--- src/rtl/pstat_pkg.sv ---
package pstat_pkg;
    localparam int STAT_W_DEF = 8;
    localparam int TGL_BIT    = 0;
    localparam int CUR_BIT    = 2;
    localparam int FRZ_BIT    = 4;
    localparam int RDY0_BIT   = 6;
    localparam int NUM_BANKS  = 2;

    typedef struct packed {
        logic pend;
        logic frz;
        logic en_prev;
    } frz_state_t;

    typedef struct packed {
        logic tgl;
        logic cur;
    } seq_state_t;
endpackage

--- src/rtl/pstat_freeze.sv ---
module pstat_freeze
    import pstat_pkg::*;
(
    input  logic clk_i,
    input  logic rst_ni,
    input  logic sw_set_i,
    input  logic sw_clr_i,
    input  logic pipe_en_i,
    input  logic stall_i,
    input  logic lpm_done_i,
    input  logic pipe_err_i,
    input  logic busy_i,
    output logic frozen_o
);
    frz_state_t st_d, st_q;
    logic       req;
    logic       want;

    always_comb begin
        st_d         = st_q;
        st_d.en_prev = pipe_en_i;
        req  = sw_set_i | stall_i | lpm_done_i | pipe_err_i | (pipe_en_i & ~st_q.en_prev);
        want = st_q.pend | req;
        if (sw_clr_i) begin
            st_d.frz  = 1'b0;
            st_d.pend = 1'b0;
        end else if (want && !busy_i) begin
            st_d.frz  = 1'b1;
            st_d.pend = 1'b0;
        end else if (want) begin
            st_d.pend = 1'b1;
        end
    end

    always_ff @(posedge clk_i or negedge rst_ni) begin
        if (!rst_ni) st_q <= '0;
        else         st_q <= st_d;
    end

    assign frozen_o = st_q.frz;

    assert_freeze_after_idle_R4: assert property (@(posedge clk_i) disable iff (!rst_ni)
        $rose(st_q.frz) |-> !$past(busy_i));

    assert_clear_cancels_R5: assert property (@(posedge clk_i) disable iff (!rst_ni)
        sw_clr_i |=> (!st_q.frz && !st_q.pend));

    assert_stall_freezes_R3: assert property (@(posedge clk_i) disable iff (!rst_ni)
        (stall_i && !busy_i && !sw_clr_i) |=> st_q.frz);

    assert_held_request_R4: assert property (@(posedge clk_i) disable iff (!rst_ni)
        (pipe_err_i && busy_i && !sw_clr_i) |=> st_q.pend);
endmodule

--- src/rtl/pstat_seq.sv ---
module pstat_seq
    import pstat_pkg::*;
(
    input  logic clk_i,
    input  logic rst_ni,
    input  logic tgl_set_i,
    input  logic tgl_clr_i,
    input  logic pkt_done_i,
    input  logic ctl_pipe_i,
    input  logic dual_bank_i,
    output logic tgl_o,
    output logic cur_o
);
    seq_state_t st_d, st_q;

    always_comb begin
        st_d = st_q;
        if (tgl_clr_i)       st_d.tgl = 1'b0;
        else if (tgl_set_i)  st_d.tgl = 1'b1;
        else if (pkt_done_i) st_d.tgl = ~st_q.tgl;

        if (ctl_pipe_i || !dual_bank_i) st_d.cur = 1'b0;
        else if (pkt_done_i)            st_d.cur = ~st_q.cur;
    end

    always_ff @(posedge clk_i or negedge rst_ni) begin
        if (!rst_ni) st_q <= '0;
        else         st_q <= st_d;
    end

    assign tgl_o = st_q.tgl;
    assign cur_o = st_q.cur;

    assert_toggle_flips_R7: assert property (@(posedge clk_i) disable iff (!rst_ni)
        (pkt_done_i && !tgl_set_i && !tgl_clr_i) |=> (tgl_o != $past(tgl_o)));

    assert_single_bank_R8: assert property (@(posedge clk_i) disable iff (!rst_ni)
        (ctl_pipe_i || !dual_bank_i) |=> !cur_o);

    assert_bank_alternates_R8: assert property (@(posedge clk_i) disable iff (!rst_ni)
        (pkt_done_i && dual_bank_i && !ctl_pipe_i) |=> (cur_o != $past(cur_o)));
endmodule

--- src/rtl/pstat_bank.sv ---
module pstat_bank #(
    parameter int BANK_IDX = 0
) (
    input  logic clk_i,
    input  logic rst_ni,
    input  logic rdy_set_i,
    input  logic rdy_clr_i,
    input  logic pkt_done_i,
    input  logic pkt_in_i,
    input  logic cur_bank_i,
    input  logic ctl_pipe_i,
    output logic rdy_o
);
    localparam logic MY_SEL  = 1'(BANK_IDX);
    localparam bit   CTL_OFF = (BANK_IDX != 0);

    logic rdy_d, rdy_q;
    logic hit;

    always_comb begin
        hit   = pkt_done_i && (cur_bank_i == MY_SEL);
        rdy_d = rdy_q;
        if (CTL_OFF && ctl_pipe_i) rdy_d = 1'b0;
        else if (rdy_clr_i)        rdy_d = 1'b0;
        else if (rdy_set_i)        rdy_d = 1'b1;
        else if (hit)              rdy_d = pkt_in_i;
    end

    always_ff @(posedge clk_i or negedge rst_ni) begin
        if (!rst_ni) rdy_q <= 1'b0;
        else         rdy_q <= rdy_d;
    end

    assign rdy_o = rdy_q;

    assert_in_marks_ready_R9: assert property (@(posedge clk_i) disable iff (!rst_ni)
        (pkt_done_i && pkt_in_i && cur_bank_i == MY_SEL && !rdy_clr_i
         && !(CTL_OFF && ctl_pipe_i)) |=> rdy_o);

    assert_out_empties_R9: assert property (@(posedge clk_i) disable iff (!rst_ni)
        (pkt_done_i && !pkt_in_i && cur_bank_i == MY_SEL && !rdy_set_i) |=> !rdy_o);

    if (CTL_OFF) begin : g_ctl_chk
        assert_ctl_no_bank1_R10: assert property (@(posedge clk_i) disable iff (!rst_ni)
            ctl_pipe_i |=> !rdy_o);
    end
endmodule

--- src/rtl/pipe_status_ctrl.sv ---
module pipe_status_ctrl
    import pstat_pkg::*;
#(
    parameter int STAT_W = STAT_W_DEF
) (
    input  logic              clk_i,
    input  logic              rst_ni,
    input  logic [STAT_W-1:0] sw_set_i,
    input  logic [STAT_W-1:0] sw_clr_i,
    input  logic              pipe_en_i,
    input  logic              ctl_pipe_i,
    input  logic              dual_bank_i,
    input  logic              stall_i,
    input  logic              lpm_done_i,
    input  logic              pipe_err_i,
    input  logic              bus_busy_i,
    input  logic              pkt_done_i,
    input  logic              pkt_in_i,
    output logic [STAT_W-1:0] status_o,
    output logic              issue_ok_o
);
    localparam int LAST_RDY = RDY0_BIT + NUM_BANKS - 1;

    logic                 frozen;
    logic                 tgl;
    logic                 cur;
    logic [NUM_BANKS-1:0] rdy;

    pstat_freeze u_freeze (
        .clk_i      (clk_i),
        .rst_ni     (rst_ni),
        .sw_set_i   (sw_set_i[FRZ_BIT]),
        .sw_clr_i   (sw_clr_i[FRZ_BIT]),
        .pipe_en_i  (pipe_en_i),
        .stall_i    (stall_i),
        .lpm_done_i (lpm_done_i),
        .pipe_err_i (pipe_err_i),
        .busy_i     (bus_busy_i),
        .frozen_o   (frozen)
    );

    pstat_seq u_seq (
        .clk_i       (clk_i),
        .rst_ni      (rst_ni),
        .tgl_set_i   (sw_set_i[TGL_BIT]),
        .tgl_clr_i   (sw_clr_i[TGL_BIT]),
        .pkt_done_i  (pkt_done_i),
        .ctl_pipe_i  (ctl_pipe_i),
        .dual_bank_i (dual_bank_i),
        .tgl_o       (tgl),
        .cur_o       (cur)
    );

    for (genvar b = 0; b < NUM_BANKS; b++) begin : g_bank
        pstat_bank #(.BANK_IDX(b)) u_bank (
            .clk_i      (clk_i),
            .rst_ni     (rst_ni),
            .rdy_set_i  (sw_set_i[RDY0_BIT+b]),
            .rdy_clr_i  (sw_clr_i[RDY0_BIT+b]),
            .pkt_done_i (pkt_done_i),
            .pkt_in_i   (pkt_in_i),
            .cur_bank_i (cur),
            .ctl_pipe_i (ctl_pipe_i),
            .rdy_o      (rdy[b])
        );
    end

    always_comb begin
        status_o                    = '0;
        status_o[TGL_BIT]           = tgl;
        status_o[CUR_BIT]           = cur;
        status_o[FRZ_BIT]           = frozen;
        status_o[LAST_RDY:RDY0_BIT] = rdy;
    end

    assign issue_ok_o = pipe_en_i & ~frozen;

    assert_strobe_clear_wins_R2: assert property (@(posedge clk_i) disable iff (!rst_ni)
        (sw_clr_i[TGL_BIT] && sw_set_i[TGL_BIT]) |=> !status_o[TGL_BIT]);

    assert_set_strobe_R2: assert property (@(posedge clk_i) disable iff (!rst_ni)
        (sw_set_i[RDY0_BIT] && !sw_clr_i[RDY0_BIT]) |=> status_o[RDY0_BIT]);
endmodule

--- config.mk ---
export PLATFORM = sky130hd
export DESIGN_NAME = pipe_status_ctrl
export DESIGN_NICKNAME = d
export VERILOG_FILES = /design/src/rtl/pstat_pkg.sv /design/src/rtl/pstat_freeze.sv /design/src/rtl/pstat_seq.sv /design/src/rtl/pstat_bank.sv /design/src/rtl/pipe_status_ctrl.sv
export SDC_FILE = /design/constraint.sdc
export NUM_CORES = 1
export LEC_CHECK = 0
export BUFFER_PORTS_ARGS = -buffer_cell sky130_fd_sc_hd__clkbuf_2
export CELL_PAD_IN_SITES_DETAIL_PLACEMENT = 0
export CELL_PAD_IN_SITES_GLOBAL_PLACEMENT = 1
export CORE_UTILIZATION = 25
export DETAILED_ROUTE_END_ITERATION = 16
export PLACE_DENSITY = 0.85
export SLEW_MARGIN = 20
export SYNTH_ARGS = -nofsm -noshare
export SYNTH_HDL_FRONTEND = slang
export SYNTH_SLANG_ARGS = --single-unit
--- constraint.sdc ---
create_clock -name clk_i -period 1.7 [get_ports clk_i]
set_clock_uncertainty 0.1 [all_clocks]
set_input_delay 0.425 -clock clk_i [delete_from_list [all_inputs] [get_ports clk_i]]
set_output_delay 0.425 -clock clk_i [all_outputs]
set_load 0.005 [all_outputs]
==> results of run 1 <==
## synthesized netlist by cell type (2+ instances only)
library cell	instances
buf_4	8
dfrtp_1	7
a211oi_1	2
a311oi_1	2
inv_1	2
nand2b_1	2
nor2_1	2
nor2b_1	2
xnor2_1	2
## metrics by stage
step                setup slack (ns)  hold WS (ns)
finish                        0.2802        0.2090
global route                  0.2120        0.1871
CTS                           0.2497        0.1980
detailed placement            0.4000        0.1695
global placement              0.4153        0.1667
floorplan                     0.6186       0.02941
## layer usage
metal,track usage (%),vias to the layer above
li1,-,167
met1,8.919,145
met2,16.25,17
met3,8.696,2
met4,7.742,0
met5,0,-
## state kept, by name (all words and copies together) (netlist names)
signal / count
g_bank.u_bank.rdy_o: 2
u_freeze.st_q: 2
u_freeze.frozen_o: 1
u_seq.cur_o: 1
u_seq.tgl_o: 1
## how the worst max path moves through the flow
stage	end	cells after the start	slack, ns
2_1_floorplan	issue_ok_o	1	0.62
3_3_place_gp	issue_ok_o	3	0.42
3_5_place_dp	issue_ok_o	3	0.40
4_1_cts	issue_ok_o	2	0.25
5_1_grt	issue_ok_o	2	0.21
6_report	issue_ok_o	2	0.28
## layout make-up
cell class / count / area share, %
sequential: 7 / 34.06
multi-input combinational: 22 / 30.41
timing repair buffer: 25 / 25.30
clock buffer: 4 / 5.109
tap: 15 / 3.650
inverter: 2 / 1.460
## worst register-to-register path: stages (launching register included)
cell and delay (ns):
dfrtp_1 0.43, nor4b_1 0.32, a211oi_1 0.08
## report_power, final
part           internal [mW]  switching, mW  leakage, nW
combinational         0.0374         0.0295        0.163
clock                 0.0894         0.0589       0.0150
sequential             0.178        0.00723       0.0886
total                  0.304         0.0956        0.267
## kinds of logic (layout without fill, tap and decap cells)
family	after synthesis	in the layout
compound gates	5	5
simple gates	12	12
other cells	1	3
flops	7	7
xor+xnor	2	2
buf+inv	10	31
## timing repair
action	CTS	global route
hold buffers	1	0
endpoints found under the hold margin	7	0
endpoints found under the setup margin	0	0
gates resized for setup	0	0
==> results.tsv, run 1 <==
stage	metric	value	unit
status	outcome	complete, no violations	
grt	grt_pass1_vias	304	
floorplan	start_util	28.33	%
sta	max_clock_freq	704.3	MHz
logic_synthesis	synth_top_cell_area_share	44.73	%
logic_synthesis	synthAdderAreaFrac	0	%
setup_path	regToRegEndpoint	g_bank[0].u_bank.rdy_o$_DFFE_PN0P_	
setup_path	crit_family	flip-flops	
clock_network	cts_setup_buffers	0	
route	wl_met3	81	um
sta	drv_slew	0	
clock_network	htree_levels	1	
route	routedLengthMet1	301	um
final_layout	final_common_cell	clkbuf_2	
route	ant_nets	0	
clock_network	cts_buffers	3	
clock_network	clkLatencyLatePin	0.25	ns
place	gp_congestion	0.7005	
setup_path	path_buf_inv	1	
route	wl_met2	381	um
floorplan	dieArea	1729	um^2
logic_synthesis	synth_simple_gate_area_share	23.00	%
sta	finalHoldViolations	0	
place	io_buffers	24	
floorplan	fp.dieW	41.58	um
logic_synthesis	synth_area_leader_cell	dfrtp_1	
grt	antenna_found_initial	0	
setup_path	crit_arrival	0.89	ns
logic_synthesis	netlist_instances	37	
route	drt_iter0_drc	3	
setup_path	path_max_fanout	4	
place	dp_hpwl	653	um
route	drc	0	
grt	grt_pass1_wl	1221	um
clock_network	cts_max_path_buffers	2	
final_layout	nFillCells	153	
logic_synthesis	synth_ff_type	dfrtp_1	
pwr	ir_worst_vdd	0.3232	mV
logic_synthesis	synth_compound_area_share	9.585	%
sta	period_minus_slack	1.420	ns
logic_synthesis	synth_top_family_by_area	simple AND/OR/NAND/NOR gates	
setup_path	crit_path_end_kind	primary output	
setup_path	criticalPathCategory	flop to primary output	
final_layout	finalNetCount	88	
final_layout	final_layout_size_suffix_gt1_share	48.33	%
grt	grt_max_degree	8	
place	dpl_cell_area	478.0	um^2
setup_path	ff2ff_setup_slack	0.64	ns
logic_synthesis	ys_top_cells_by_area	dfrtp_1 45%, buf_4 15%, a311oi_1 4.5%, xnor2_1 4.5%, a211oi_1 3.8%	
setup_path	slowest_delay	0.41	ns
route	first_pass_iters	2	
final_layout	diodes	0	
logic_synthesis	yosysWarnings	0	
run	maxCapViolCount	0	
logic_synthesis	ys_seq_area_share	44.73	%
setup_path	timing.critical_path.from	u_freeze.frozen_o$_DFFE_PN0P_	
hold_path	min_path_type	input pin to flop	
floorplan	core	1383	um^2
hold_path	min_from	pipe_en_i	
logic_synthesis	synth_seq_cells	7	
logic_synthesis	synth_edf_count	0	
sta	fin_crit_sh	83.52	%
logic_synthesis	ys_async_sr_fraction	100.0	%
setup_path	reg2reg_depth	2	
clock_network	cts_num_sinks	7	
pwr	leakage	0.2669	nW
final_layout	multiInputGateArea	156.4	um^2
clock_network	path_clk_slew	0.05	ns
logic_synthesis	avgSynthCellArea	10.58	um^2
clock_network	root_buffer	clkbuf_4	
logic_synthesis	synth.distinct_cells	17	
grt	grt_usage	10.59	%
grt	overflow	0	
logic_synthesis	synth.cell_area	391.6	um^2
sta	setup_violations	0	
setup_path	path_cells	nor2b_1 > clkbuf_2	
floorplan	pin_count	36	
setup_path	worstSetupStartpointType	flop	
final_layout	stdcell_count	75	
floorplan	core.rowCount	13	
route	dr.max_layer_used	met4	
setup_path	reg2reg_from	u_seq.cur_o$_DFFE_PN0P_	
hold_path	whs_path_depth	1	
route	vias_per_cell	4.413	
logic_synthesis	synth_xor_area_share	4.473	%
sta	grt_setup_unrepaired	no	
setup_path	worstPathRequired	1.17	ns
final_layout	fin_util	37.19	%
pwr	p_total	0.3999	mW
pwr	power_density	777.7	nW/um^2
logic_synthesis	synth.area.mux_share	0	%
floorplan	die_h	41.58	um
clock_network	cts_tree	built	
final_layout	layout.area.seq	175.2	um^2
place	dp.cells	70	
final_layout	design_area	514.2	um^2
setup_path	critPathSlowestCell	dfrtp_1	
final_layout	layout_common_cells	24 x clkbuf_2, 7 x dfrtp_1, 3 x conb_1, 3 x clkbuf_4	
sta	final.setup.tns	0	ns
route	num_vias	331	
hold_path	min_to	u_freeze.st_q[0]$_DFF_PN0_	
final_layout	synthToLayoutAreaGrowth	31.31	%
route	drt_wl_total	772	um
route	routedWlPerCell	10.29	um
(Power assumes the default switching activity.)
==> run 2, diff against run 1 <==
ABC_AREA = 1   (was default)
CORE_ASPECT_RATIO = 0.75   (was default)
CORE_UTILIZATION = 22   (was 25)
PLACE_DENSITY = 0.81   (was 0.85)
clock period = 1.37 ns   (was 1.7 ns; I/O delays follow)
==> results.tsv, run 2 <==
stage	metric	value	unit
place	gp_congestion	0.6981	
sta	setup_violations	0	
clock_network	htree_levels	1	
logic_synthesis	synth_top_cell_area_share	45.16	%
setup_path	worstPathRequired	0.93	ns
route	ant_nets	0	
place	dp_hpwl	604.3	um
logic_synthesis	synth_edf_count	0	
place	io_buffers	24	
clock_network	clkLatencyLatePin	0.25	ns
logic_synthesis	yosysWarnings	0	
sta	period_minus_slack	1.285	ns
run	maxCapViolCount	0	
logic_synthesis	synth.distinct_cells	13	
sta	drv_slew	0	
route	num_vias	346	
pwr	power_density	938.9	nW/um^2
clock_network	ctsResizeCount	0	
grt	grt_usage	9.383	%
floorplan	dieArea	1937	um^2
pwr	power_switching	0.1256	mW
final_layout	final_common_cell	clkbuf_2	
logic_synthesis	synth_area_leader_cell	dfrtp_1	
hold_path	min_from	pipe_en_i	
final_layout	layout_common_cells	24 x clkbuf_2, 9 x nor2_1, 8 x inv_1	
pwr	ir_worst_vdd	0.5565	mV
setup_path	reg2reg_from	u_seq.cur_o$_DFFE_PN0P_	
sta	grt_setup_unrepaired	no	
setup_path	crit_arrival	0.84	ns
hold_path	min_to	u_freeze.st_q[0]$_DFF_PN0_	
grt	overflow	0	
logic_synthesis	synth.cell_area	387.9	um^2
pwr	seqPwrFrac	45.7	%
grt	grt_max_degree	8	
setup_path	path_buf_inv	1	
clock_network	cts_buffers	3	
floorplan	core.rowCount	12	
hold_path	whs_path_depth	1	
grt	antenna_found_initial	0	
logic_synthesis	synth.most_common_cell	nor2_1	
setup_path	slowest_delay	0.39	ns
final_layout	diodes	0	
pwr	p_clk_share	38.0	%
status	outcome	complete, no violations	
route	vias_per_cell	3.604	
final_layout	final_layout_size_suffix_gt1_share	40.00	%
final_layout	design_area	526.8	um^2
logic_synthesis	netlist_instances	51	
pwr	switching_share	25.40	%
setup_path	regToRegEndpoint	g_bank[0].u_bank.rdy_o$_DFFE_PN0P_	
logic_synthesis	synth_ff_type	dfrtp_1	
setup_path	ff2ff_setup_slack	0.40	ns
setup_path	critPathSlowestCell	dfrtp_1	
final_layout	synthToLayoutAreaGrowth	35.81	%
setup_path	reg2reg_depth	4	
final_layout	fin_util	33.73	%
floorplan	start_util	24.84	%
logic_synthesis	synthTopCellsByCount	9 x nor2_1, 8 x buf_4, 8 x inv_1	
setup_path	crit_family	flip-flops	
grt	grt_pass1_wl	1179	um
clock_network	path_clk_slew	0.06	ns
hold_path	min_path_type	input pin to flop	
clock_network	cts_tree	built	
pwr	p_int	0.3689	mW
final_layout	finalNetCount	103	
floorplan	die_h	38.37	um
setup_path	worstSetupStartpointType	flop	
pwr	p_comb_share	16.3	%
floorplan	core	1562	um^2
floorplan	pin_count	36	
logic_synthesis	avgSynthCellArea	7.605	um^2
sta	final.setup.tns	0	ns
place	dpl_cell_area	481.7	um^2
route	first_pass_iters	2	
setup_path	crit_path_end_kind	primary output	
clock_network	root_buffer	clkbuf_4	
route	drc	0	
sta	max_clock_freq	778.4	MHz
route	routedWlPerCell	7.333	um
logic_synthesis	ys_async_sr_fraction	100.0	%
logic_synthesis	synth_seq_cells	7	
grt	grt_pass1_vias	294	
sta	fin_crit_sh	93.77	%
logic_synthesis	ys_top_cells_by_area	dfrtp_1 45%, buf_4 15%, nor2_1 8.7%, inv_1 7.7%, nand2_1 6.8%	
setup_path	path_max_fanout	3	
setup_path	criticalPathCategory	flop to primary output	
setup_path	path_cells	nor2_1 > clkbuf_2	
pwr	leakage	0.3173	nW
clock_network	cts_max_path_buffers	2	
route	drt_iter0_drc	1	
logic_synthesis	ys_seq_area_share	45.16	%
clock_network	cts_num_sinks	7	
sta	finalHoldViolations	0	
floorplan	fp.dieW	50.49	um
route	drt_wl_total	704	um
## run 2: cell count changes after synthesis, sizes merged, moves of 3 or more
cell	delta
nand2	+8
nor2	+7
inv	+6
a21oi	+3
## run 2: kinds of logic after synthesis
kind of cell | Yosys count | synth area share (%)
AND/OR/NAND/NOR | 21 | 22.90
buffers and inverters | 16 | 23.23
flip-flops | 7 | 45.16
AO/OA/AOI/OAI | 6 | 7.740
other | 1 | 0.9668
## run 2: cell type report
type                            instances  area, um^2
Tap cell                               21       26.28
Clock inverter                          1       5.005
Fill cell                             191        1035
Inverter                                8       30.03
Sequential cell                         7       175.2
Clock buffer                            3       22.52
Timing Repair Buffer                   26       137.6
Multi-Input combinational cell         30       130.1
## run 2: worst max-delay path by stage
stage | start | end | cells after the start
3_5_place_dp | pipe_en_i | issue_ok_o | 4
4_1_cts | u_freeze.frozen_o$_DFFE_PN0P_ | issue_ok_o | 2
2_1_floorplan | u_seq.cur_o$_DFFE_PN0P_ | status_o[2] | 1
3_3_place_gp | pipe_en_i | issue_ok_o | 4
5_1_grt | u_freeze.frozen_o$_DFFE_PN0P_ | issue_ok_o | 2
6_report | u_freeze.frozen_o$_DFFE_PN0P_ | issue_ok_o | 2
## run 2: stage by stage
step / setup slack [ns] / hold WS, ns / cells / total power, mW
after detailed placement: 0.2626 / 0.09125 / 90 / 0.3069
after CTS: 0.04956 / 0.1133 / 95 / 0.5019
after global routing: 0.01005 / 0.1052 / 96 / 0.5381
final: 0.08539 / 0.1195 / 96 / 0.4946
after floorplan: 0.3911 / -0.05309 / 53 / 0.2776
after global placement: 0.2718 / 0.09353 / 90 / 0.3052
## run 2: per-layer routing
metal  global-route usage (%)  vias up  part of all wire, %
met2                    11.33       23                   37
met3                    8.333        0                   15
met1                    11.06      131                   48
met5                        0        -                    0
li1                         -      192                    -
met4                    4.167        0                    0
## run 2: power groups by stage
| stage | combinational, mW | sequential, mW | clock [mW] |
|---|---|---|---|
| after floorplan | 0.0490 | 0.229 | 0 |
| after global placement | 0.0758 | 0.229 | 0 |
| after detailed placement | 0.0768 | 0.230 | 0 |
| after CTS | 0.0793 | 0.226 | 0.196 |
| after global routing | 0.0940 | 0.228 | 0.216 |
| final | 0.0807 | 0.226 | 0.188 |
## run 2: worst register-to-register path, delay by kind of cell, from the launching register on
kind | cells | cell delay [ns]
buffers and inverters | 1 | 0.09
AND/OR/NAND/NOR | 1 | 0.05
flip-flops | 1 | 0.42
AO/OA/AOI/OAI | 2 | 0.19
## run 2: what timing repair did
| item | in CTS | in global routing |
|---|---|---|
| endpoints found under the hold margin | 7 | 0 |
| buffers inserted | 0 | 1 |
| hold buffers | 1 | 0 |
| setup endpoints to repair | 0 | 1 |
